===== config.mk =====
export PLATFORM = sky130hd
export DESIGN_NAME = mem_pattern_tester
export DESIGN_NICKNAME = d
export VERILOG_FILES = /design/src/rtl/mtest_pkg.sv /design/src/rtl/mtest_pattern_gen.sv /design/src/rtl/mtest_window_seq.sv /design/src/rtl/mem_pattern_tester.sv
export SDC_FILE = /design/constraint.sdc
export NUM_CORES = 1
export LEC_CHECK = 0
export ABC_AREA = 1
export BUFFER_PORTS_ARGS = -buffer_cell sky130_fd_sc_hd__buf_2
export CORE_UTILIZATION = 61
export DETAILED_ROUTE_END_ITERATION = 6
export GPL_ROUTABILITY_DRIVEN = 0
export PLACE_DENSITY = 0.85
export SLEW_MARGIN = 20
export SYNTH_ARGS = -nofsm -noshare
export SYNTH_HDL_FRONTEND = slang
export SYNTH_SLANG_ARGS = --single-unit

===== constraint.sdc =====
create_clock -name clk -period 4.9 [get_ports clk]
set_clock_uncertainty 0.15 [all_clocks]
set_input_delay 0.245 -clock clk [delete_from_list [all_inputs] [get_ports clk]]
set_output_delay 0.245 -clock clk [all_outputs]
set_load 0.01 [all_outputs]

===== src/rtl/mtest_pkg.sv =====
// Shared types for the memory pattern tester.
// Assumes the test order encoded in pat_sel_e is the order the tests run.
package mtest_pkg;

    localparam int NUM_TESTS = 7;

    typedef enum logic [2:0] {
        PAT_ZERO    = 3'd0,
        PAT_ONES    = 3'd1,
        PAT_ALT01   = 3'd2,
        PAT_ALT10   = 3'd3,
        PAT_WALK1   = 3'd4,
        PAT_INDEX   = 3'd5,
        PAT_INDEX_N = 3'd6
    } pat_sel_e;

    typedef enum logic [2:0] {
        ST_IDLE,
        ST_CHECK,
        ST_WRITE,
        ST_READ,
        ST_ADVANCE
    } ctl_state_e;

endpackage


===== src/rtl/mtest_pattern_gen.sv =====
// Combinational pattern source: gives the word that belongs at window
// word index idx for the selected test.
// Assumes DATA_W is even and a power of two (walking one wraps at DATA_W).
module mtest_pattern_gen
    import mtest_pkg::*;
#(
    parameter int DATA_W = 32,
    parameter int IDX_W  = 30
) (
    input  pat_sel_e           sel,
    input  logic [IDX_W-1:0]   idx,
    output logic [DATA_W-1:0]  word
);

    localparam int SH_W = $clog2(DATA_W);
    localparam logic [DATA_W-1:0] ONE = {{(DATA_W-1){1'b0}}, 1'b1};

    logic [DATA_W-1:0] idx_ext;

    // Fit the index to the data width (truncate or zero-extend).
    generate
        if (IDX_W >= DATA_W) begin : g_trunc
            assign idx_ext = idx[DATA_W-1:0];
        end else begin : g_ext
            assign idx_ext = {{(DATA_W-IDX_W){1'b0}}, idx};
        end
    endgenerate

    // Select the pattern word for the current test.
    always_comb begin
        case (sel)
            PAT_ZERO:    word = '0;
            PAT_ONES:    word = '1;
            PAT_ALT01:   word = {(DATA_W/2){2'b01}};
            PAT_ALT10:   word = {(DATA_W/2){2'b10}};
            PAT_WALK1:   word = ONE << idx[SH_W-1:0];
            PAT_INDEX:   word = idx_ext;
            PAT_INDEX_N: word = ~idx_ext;
            default:     word = '0;
        endcase
    end

endmodule


===== src/rtl/mtest_window_seq.sv =====
// Window sequencer: captures the region on load and steps through the
// windows to test. In full mode there is one window covering the region;
// in sampled mode two WIN_BYTES windows per whole 2**MB_SHIFT block.
// Assumes step is raised only when last_win is low.
module mtest_window_seq #(
    parameter int ADDR_W    = 32,
    parameter int IDX_W     = 30,
    parameter int MB_SHIFT  = 20,
    parameter int WIN_BYTES = 2048
) (
    input  logic              clk,
    input  logic              rst_n,
    input  logic              load,
    input  logic              sampled_in,
    input  logic [ADDR_W-1:0] base_in,
    input  logic [ADDR_W-1:0] size_in,
    input  logic              step,
    output logic [ADDR_W-1:0] win_base,
    output logic [IDX_W-1:0]  win_words,
    output logic              last_win,
    output logic              empty
);

    localparam int MB_W = ADDR_W - MB_SHIFT;
    localparam logic [IDX_W-1:0]  WIN_WORDS = IDX_W'(WIN_BYTES / 4);
    localparam logic [ADDR_W-1:0] HI_OFF    = ADDR_W'((1 << MB_SHIFT) - WIN_BYTES);

    logic              sampled_q;
    logic [ADDR_W-1:0] base_q;
    logic [MB_W-1:0]   mb_count_q;
    logic [IDX_W-1:0]  full_words_q;
    logic [MB_W-1:0]   mb_q;
    logic              half_q;
    logic [ADDR_W-1:0] win_base_q;
    logic [MB_W-1:0]   mb_nxt;

    assign mb_nxt = mb_q + 1'b1;

    // Capture the region and walk the window list.
    always_ff @(posedge clk) begin
        if (!rst_n) begin
            sampled_q    <= 1'b0;
            base_q       <= '0;
            mb_count_q   <= '0;
            full_words_q <= '0;
            mb_q         <= '0;
            half_q       <= 1'b0;
            win_base_q   <= '0;
        end else if (load) begin
            sampled_q    <= sampled_in;
            base_q       <= base_in;
            mb_count_q   <= size_in[ADDR_W-1:MB_SHIFT];
            full_words_q <= size_in[ADDR_W-1:2];
            mb_q         <= '0;
            half_q       <= 1'b0;
            win_base_q   <= base_in;
        end else if (step && sampled_q) begin
            if (!half_q) begin
                half_q     <= 1'b1;
                win_base_q <= base_q + (ADDR_W'(mb_q) << MB_SHIFT) + HI_OFF;
            end else begin
                half_q     <= 1'b0;
                mb_q       <= mb_nxt;
                win_base_q <= base_q + (ADDR_W'(mb_nxt) << MB_SHIFT);
            end
        end
    end

    assign win_base  = win_base_q;
    assign win_words = sampled_q ? WIN_WORDS : full_words_q;
    assign last_win  = !sampled_q || (half_q && (mb_nxt == mb_count_q));
    assign empty     = sampled_q ? (mb_count_q == '0) : (full_words_q == '0);

endmodule


===== src/rtl/mem_pattern_tester.sv =====
// Memory pattern fill-and-verify engine (top).
// For each window it runs seven tests; each writes the window, then reads
// it back and compares. The run stops at the first mismatch. One request is
// outstanding at a time; a transfer completes on mem_req && mem_ack.
// Assumes region_base is word aligned and start is a single-cycle pulse.
module mem_pattern_tester
    import mtest_pkg::*;
#(
    parameter int ADDR_W     = 32,
    parameter int DATA_W     = 32,
    parameter int MB_SHIFT   = 20,
    parameter int WIN_BYTES  = 2048,
    parameter int KICK_EVERY = 1024
) (
    input  logic              clk,
    input  logic              rst_n,
    input  logic              start,
    input  logic              sampled_mode,
    input  logic [ADDR_W-1:0] region_base,
    input  logic [ADDR_W-1:0] region_bytes,
    output logic              mem_req,
    output logic              mem_we,
    output logic [ADDR_W-1:0] mem_addr,
    output logic [DATA_W-1:0] mem_wdata,
    input  logic              mem_ack,
    input  logic [DATA_W-1:0] mem_rdata,
    output logic              done,
    output logic              error,
    output logic [ADDR_W-1:0] fail_addr,
    output logic [DATA_W-1:0] fail_expected,
    output logic [DATA_W-1:0] fail_read,
    output logic              wdog_kick
);

    localparam int IDX_W     = ADDR_W - 2;
    localparam int KICK_LOG2 = $clog2(KICK_EVERY);
    localparam logic [2:0] LAST_TEST = 3'(NUM_TESTS - 1);

    ctl_state_e        state;
    logic [2:0]        test_q;
    logic [IDX_W-1:0]  word_q;
    logic              done_q;
    logic              error_q;
    logic              kick_q;
    logic [ADDR_W-1:0] fail_addr_q;
    logic [DATA_W-1:0] fail_exp_q;
    logic [DATA_W-1:0] fail_got_q;

    logic [ADDR_W-1:0] win_base;
    logic [IDX_W-1:0]  win_words;
    logic              win_last;
    logic              win_empty;
    logic              win_load;
    logic              win_step;
    logic [DATA_W-1:0] exp_word;
    logic              last_word;
    logic              kick_hit;
    logic              mismatch;

    assign win_load  = (state == ST_IDLE) && start;
    assign win_step  = (state == ST_ADVANCE) && (test_q == LAST_TEST) && !win_last;
    assign last_word = (word_q == win_words - 1'b1);
    assign kick_hit  = (word_q[KICK_LOG2-1:0] == '0);
    assign mismatch  = (mem_rdata != exp_word);

    mtest_window_seq #(
        .ADDR_W    (ADDR_W),
        .IDX_W     (IDX_W),
        .MB_SHIFT  (MB_SHIFT),
        .WIN_BYTES (WIN_BYTES)
    ) u_win (
        .clk        (clk),
        .rst_n      (rst_n),
        .load       (win_load),
        .sampled_in (sampled_mode),
        .base_in    (region_base),
        .size_in    (region_bytes),
        .step       (win_step),
        .win_base   (win_base),
        .win_words  (win_words),
        .last_win   (win_last),
        .empty      (win_empty)
    );

    mtest_pattern_gen #(
        .DATA_W (DATA_W),
        .IDX_W  (IDX_W)
    ) u_pat (
        .sel  (pat_sel_e'(test_q)),
        .idx  (word_q),
        .word (exp_word)
    );

    // Control: sequence windows, tests and phases; capture the first failure.
    always_ff @(posedge clk) begin
        if (!rst_n) begin
            state       <= ST_IDLE;
            test_q      <= '0;
            word_q      <= '0;
            done_q      <= 1'b0;
            error_q     <= 1'b0;
            kick_q      <= 1'b0;
            fail_addr_q <= '0;
            fail_exp_q  <= '0;
            fail_got_q  <= '0;
        end else begin
            done_q <= 1'b0;
            kick_q <= 1'b0;
            case (state)
                ST_IDLE: begin
                    if (start) begin
                        state   <= ST_CHECK;
                        error_q <= 1'b0;
                        test_q  <= '0;
                        word_q  <= '0;
                    end
                end
                ST_CHECK: begin
                    if (win_empty) begin
                        done_q <= 1'b1;
                        state  <= ST_IDLE;
                    end else begin
                        state <= ST_WRITE;
                    end
                end
                ST_WRITE: begin
                    if (mem_ack) begin
                        kick_q <= kick_hit;
                        if (last_word) begin
                            word_q <= '0;
                            state  <= ST_READ;
                        end else begin
                            word_q <= word_q + 1'b1;
                        end
                    end
                end
                ST_READ: begin
                    if (mem_ack) begin
                        kick_q <= kick_hit;
                        if (mismatch) begin
                            error_q     <= 1'b1;
                            fail_addr_q <= mem_addr;
                            fail_exp_q  <= exp_word;
                            fail_got_q  <= mem_rdata;
                            done_q      <= 1'b1;
                            state       <= ST_IDLE;
                        end else if (last_word) begin
                            word_q <= '0;
                            state  <= ST_ADVANCE;
                        end else begin
                            word_q <= word_q + 1'b1;
                        end
                    end
                end
                ST_ADVANCE: begin
                    if (test_q == LAST_TEST) begin
                        test_q <= '0;
                        if (win_last) begin
                            done_q <= 1'b1;
                            state  <= ST_IDLE;
                        end else begin
                            state <= ST_WRITE;
                        end
                    end else begin
                        test_q <= test_q + 1'b1;
                        state  <= ST_WRITE;
                    end
                end
                default: state <= ST_IDLE;
            endcase
        end
    end

    assign mem_req       = (state == ST_WRITE) || (state == ST_READ);
    assign mem_we        = (state == ST_WRITE);
    assign mem_addr      = win_base + {word_q, 2'b00};
    assign mem_wdata     = exp_word;
    assign done          = done_q;
    assign error         = error_q;
    assign fail_addr     = fail_addr_q;
    assign fail_expected = fail_exp_q;
    assign fail_read     = fail_got_q;
    assign wdog_kick     = kick_q;

endmodule


==> impl_metrics.toml <==
[status]
status = "finished, violations left"
failed_checks = "DRC"

[die]
initial_core_util = 0.621
fp-row-count = 59
chipWidth_um = 165
die_y_um = 165
die_area_mm2 = 0.0272
placeableCoreArea_mm2 = 0.0261
io_pins = 266

[worst_setup_path]
start_kind = "flop"
crit_fanout = 54
critical_path_arrival_ps = 4680
critPathKind = "reg -> reg"
critical_path_required_ps = 5260
end_kind = "flop"

[timing]
hold_slack_ps = 48.1
slew_viol_final = 0
rsz0062_at_grt = "false"
tightest_slew_ps = 870
slew_headroom = 0.420
fmax_mhz = 232
finalHoldViolations = 0
layout_min_cycle_time_ps = 4320
fin_crit_sh = 0.881
finalSetupViolCount = 0
fin_setup_tns_ps = 0

[clock_network]
cts.clk_slew.worst_paths_ps = 60
ctsResizeCount = 0
cts_tree = "yes"
cts_buffer_depth = 3
clock_latency_ps = 590
cts_buffers = 28
cts.sinks = 243
root_buffer = "clkbuf_16"
cts_max_level = 1

[route]
drc = 49
drtIter0Drc = 2722
dr.pass1.iters = 7
maxUsedRoutingLayer = "met4"
met3WireLength_um = 8030
viasPerCell = 6.02
ant_nets = 0
vias = 19300
avgRoutedWirePerCell_um = 18.0
met2_length_um = 24900
wl_met1_um = 21300
wl_um = 57900

[finish]
drive_above_1_share = 0.124
design_area_mm2 = 0.0194
fin_nets = 3016
layout_commonest_cell = "nand2_1"
area_delta_synth_final_pct = 19.7
final_cell_mix = "nand2_1, nor2_1, buf_2"

[logic_synthesis]
ys_ff_latch = 243
ys_types = 48
yosys.area.top_type = "dfxtp_1"
netlist_instances = 2561
synth_edf_count = 0
synth_top_area_share = 0.300
async_flop_share = 0
yosysSeqAreaShare = 0.300
syn_avg_cell_area_um2 = 6.32
syn_area_mm2 = 0.0162
synth.area.top_cells = "dfxtp_1, nand2_1, nor2_1, o21ai_0, a21oi_1"
ys.flop_type = "dfxtp_1"
synth_fp_nets = 2725
synth_warnings = 0

[power_and_ir_drop]
switching_share = 0.441
powerDensity_mw_per_mm2 = 434
leakagePower_nw = 9.74
switchingPower_w = 0.00371
ir_drop_v = 0.000366
pwr-share-seq = 0.316
p_comb_frac = 0.427
p_int_w = 0.00471
p_clk_frac = 0.257

[hold_path]
hold_path_class = "in -> reg"

[job]
cap_violations = 0

[global_routing]
grt_pass1_vias = 17500
overflow = 0
grt_pass1_wl_um = 88500
antenna_found_initial = 1
grt_max_degree = 132
grt_usage = 0.413

[placed_design]
hpwl_um = 40800
port_buffers = 263
place_area_mm2 = 0.0175
## power by group through the flow
stage          clock network [W]  registers, W  logic (W)
3_5_place_dp                   0       0.00265    0.00335
5_1_grt                  0.00225       0.00266    0.00395
4_1_cts                  0.00215       0.00261    0.00344
6_report                 0.00216       0.00266    0.00360
3_3_place_gp                   0       0.00264    0.00326
2_1_floorplan                  0       0.00249    0.00248
## per-layer routing
| layer | vias up | track usage |
|---|---|---|
| met5 | - | 0 |
| li1 | 8960 | - |
| met2 | 1376 | 0.636 |
| met1 | 8624 | 0.520 |
| met3 | 351 | 0.105 |
| met4 | 0 | 0.239 |
## synthesized netlist by cell type, types with 2 or more instances
library cell,count
nand2_1,639
nor2_1,371
dfxtp_1,243
inv_1,229
o21ai_0,216
a21oi_1,205
nand3_1,153
xor2_1,70
nand4_1,67
ha_1,61
clkbuf_1,60
nor3_1,26
buf_2,24
nand3b_1,19
o21bai_1,18
xnor2_1,17
buf_6,12
mux2i_1,11
buf_4,10
nor4_1,10
o21ai_1,10
a21o_1,7
and3_1,7
inv_2,7
a21boi_0,6
a31oi_1,6
o211ai_1,6
o22ai_1,6
nand2_2,5
buf_1,4
clkinv_1,4
nand3_2,3
nor2_2,3
o21a_1,3
o31ai_1,3
or2_2,3
fa_1,2
nand2_4,2
nor3_2,2
nor3b_1,2
xnor3_1,2
## kinds of logic (layout without fill, tap and decap cells)
group | Yosys count | count (layout) | share of synthesized area
AND/OR/NAND/NOR | 1314 | 1314 | 0.342
AO/OA/AOI/OAI | 489 | 489 | 0.159
buffers and inverters | 352 | 664 | 0.0917
flip-flops | 243 | 243 | 0.300
XOR/XNOR | 89 | 89 | 0.0498
adder cells (fa/ha/maj) | 63 | 63 | 0.0496
multiplexers | 11 | 11 | 0.00680
other | 0 | 1 | 0
## worst max-delay path, cell delays in order (launching register included)
cell and delay, ps:
dfxtp_1 550, inv_2 80, nand2_1 360, nand2_2 130, nand2_2 350, nand2_1 150, nor2_1 260, nand2_1 90
nand2_1 100, nand3_1 80, nor2_1 140, nand2_1 90, nor2_1 270, nand2_1 170, nand2_4 150, nor2_8 50
clkinv_2 530, buf_4 290, nor2_1 70, nor2_1 140
## registers in the layout (all words and copies together) (netlist names)
signal / flops
test_q: 3
fail_expected: 32
u_win.base_q: 32
u_win.sampled_q: 1
fail_addr: 32
u_win.win_base: 32
wdog_kick: 1
done: 1
u_win.mb_q: 12
state: 3
word_q: 30
fail_read: 32
u_win.full_words_q: 30
error: 1
u_win.half_q: 1
## metrics by stage
stage	util	power (W)	instances	setup WS, ps
4_1_cts	0.744	0.00821	3208	807
3_3_place_gp	0.670	0.00591	3061	986
2_1_floorplan	-	0.00497	2561	2060
5_1_grt	0.744	0.00885	3209	282
3_5_place_dp	0.670	0.00600	3061	876
6_report	0.744	0.00842	3209	581
## what timing repair did
item,in CTS,in global routing
hold endpoints to repair,123,0
setup buffers,0,0
hold buffers,96,0
## path summary, 6_finish.rpt
kind / slack (ps) / to / start / depth (start not counted)
setup / recovery: 580 / fail_expected[4]$_SDFFE_PN0P_ / test_q[0]$_SDFFE_PN0P_ / 19
hold / removal: 50 / state[1]$_SDFFE_PN0P_ / start / 5
setup reg to reg: 580 / fail_expected[4]$_SDFFE_PN0P_ / test_q[0]$_SDFFE_PN0P_ / 19
hold reg to reg: 310 / fail_expected[27]$_SDFFE_PN0P_ / fail_expected[27]$_SDFFE_PN0P_ / 2
## cell type report
type                       instances  area, µm²
inverter                         242        915
antenna                            1       2.50
clock buffer                      34        753
tap                              335        419
fill                            2030       6670
clock inverter                    17        200
sequential                       243       4860
multi-input combinational       1966       9850
timing repair buffer             371       2380
Power figures use the tool's default switching activity.
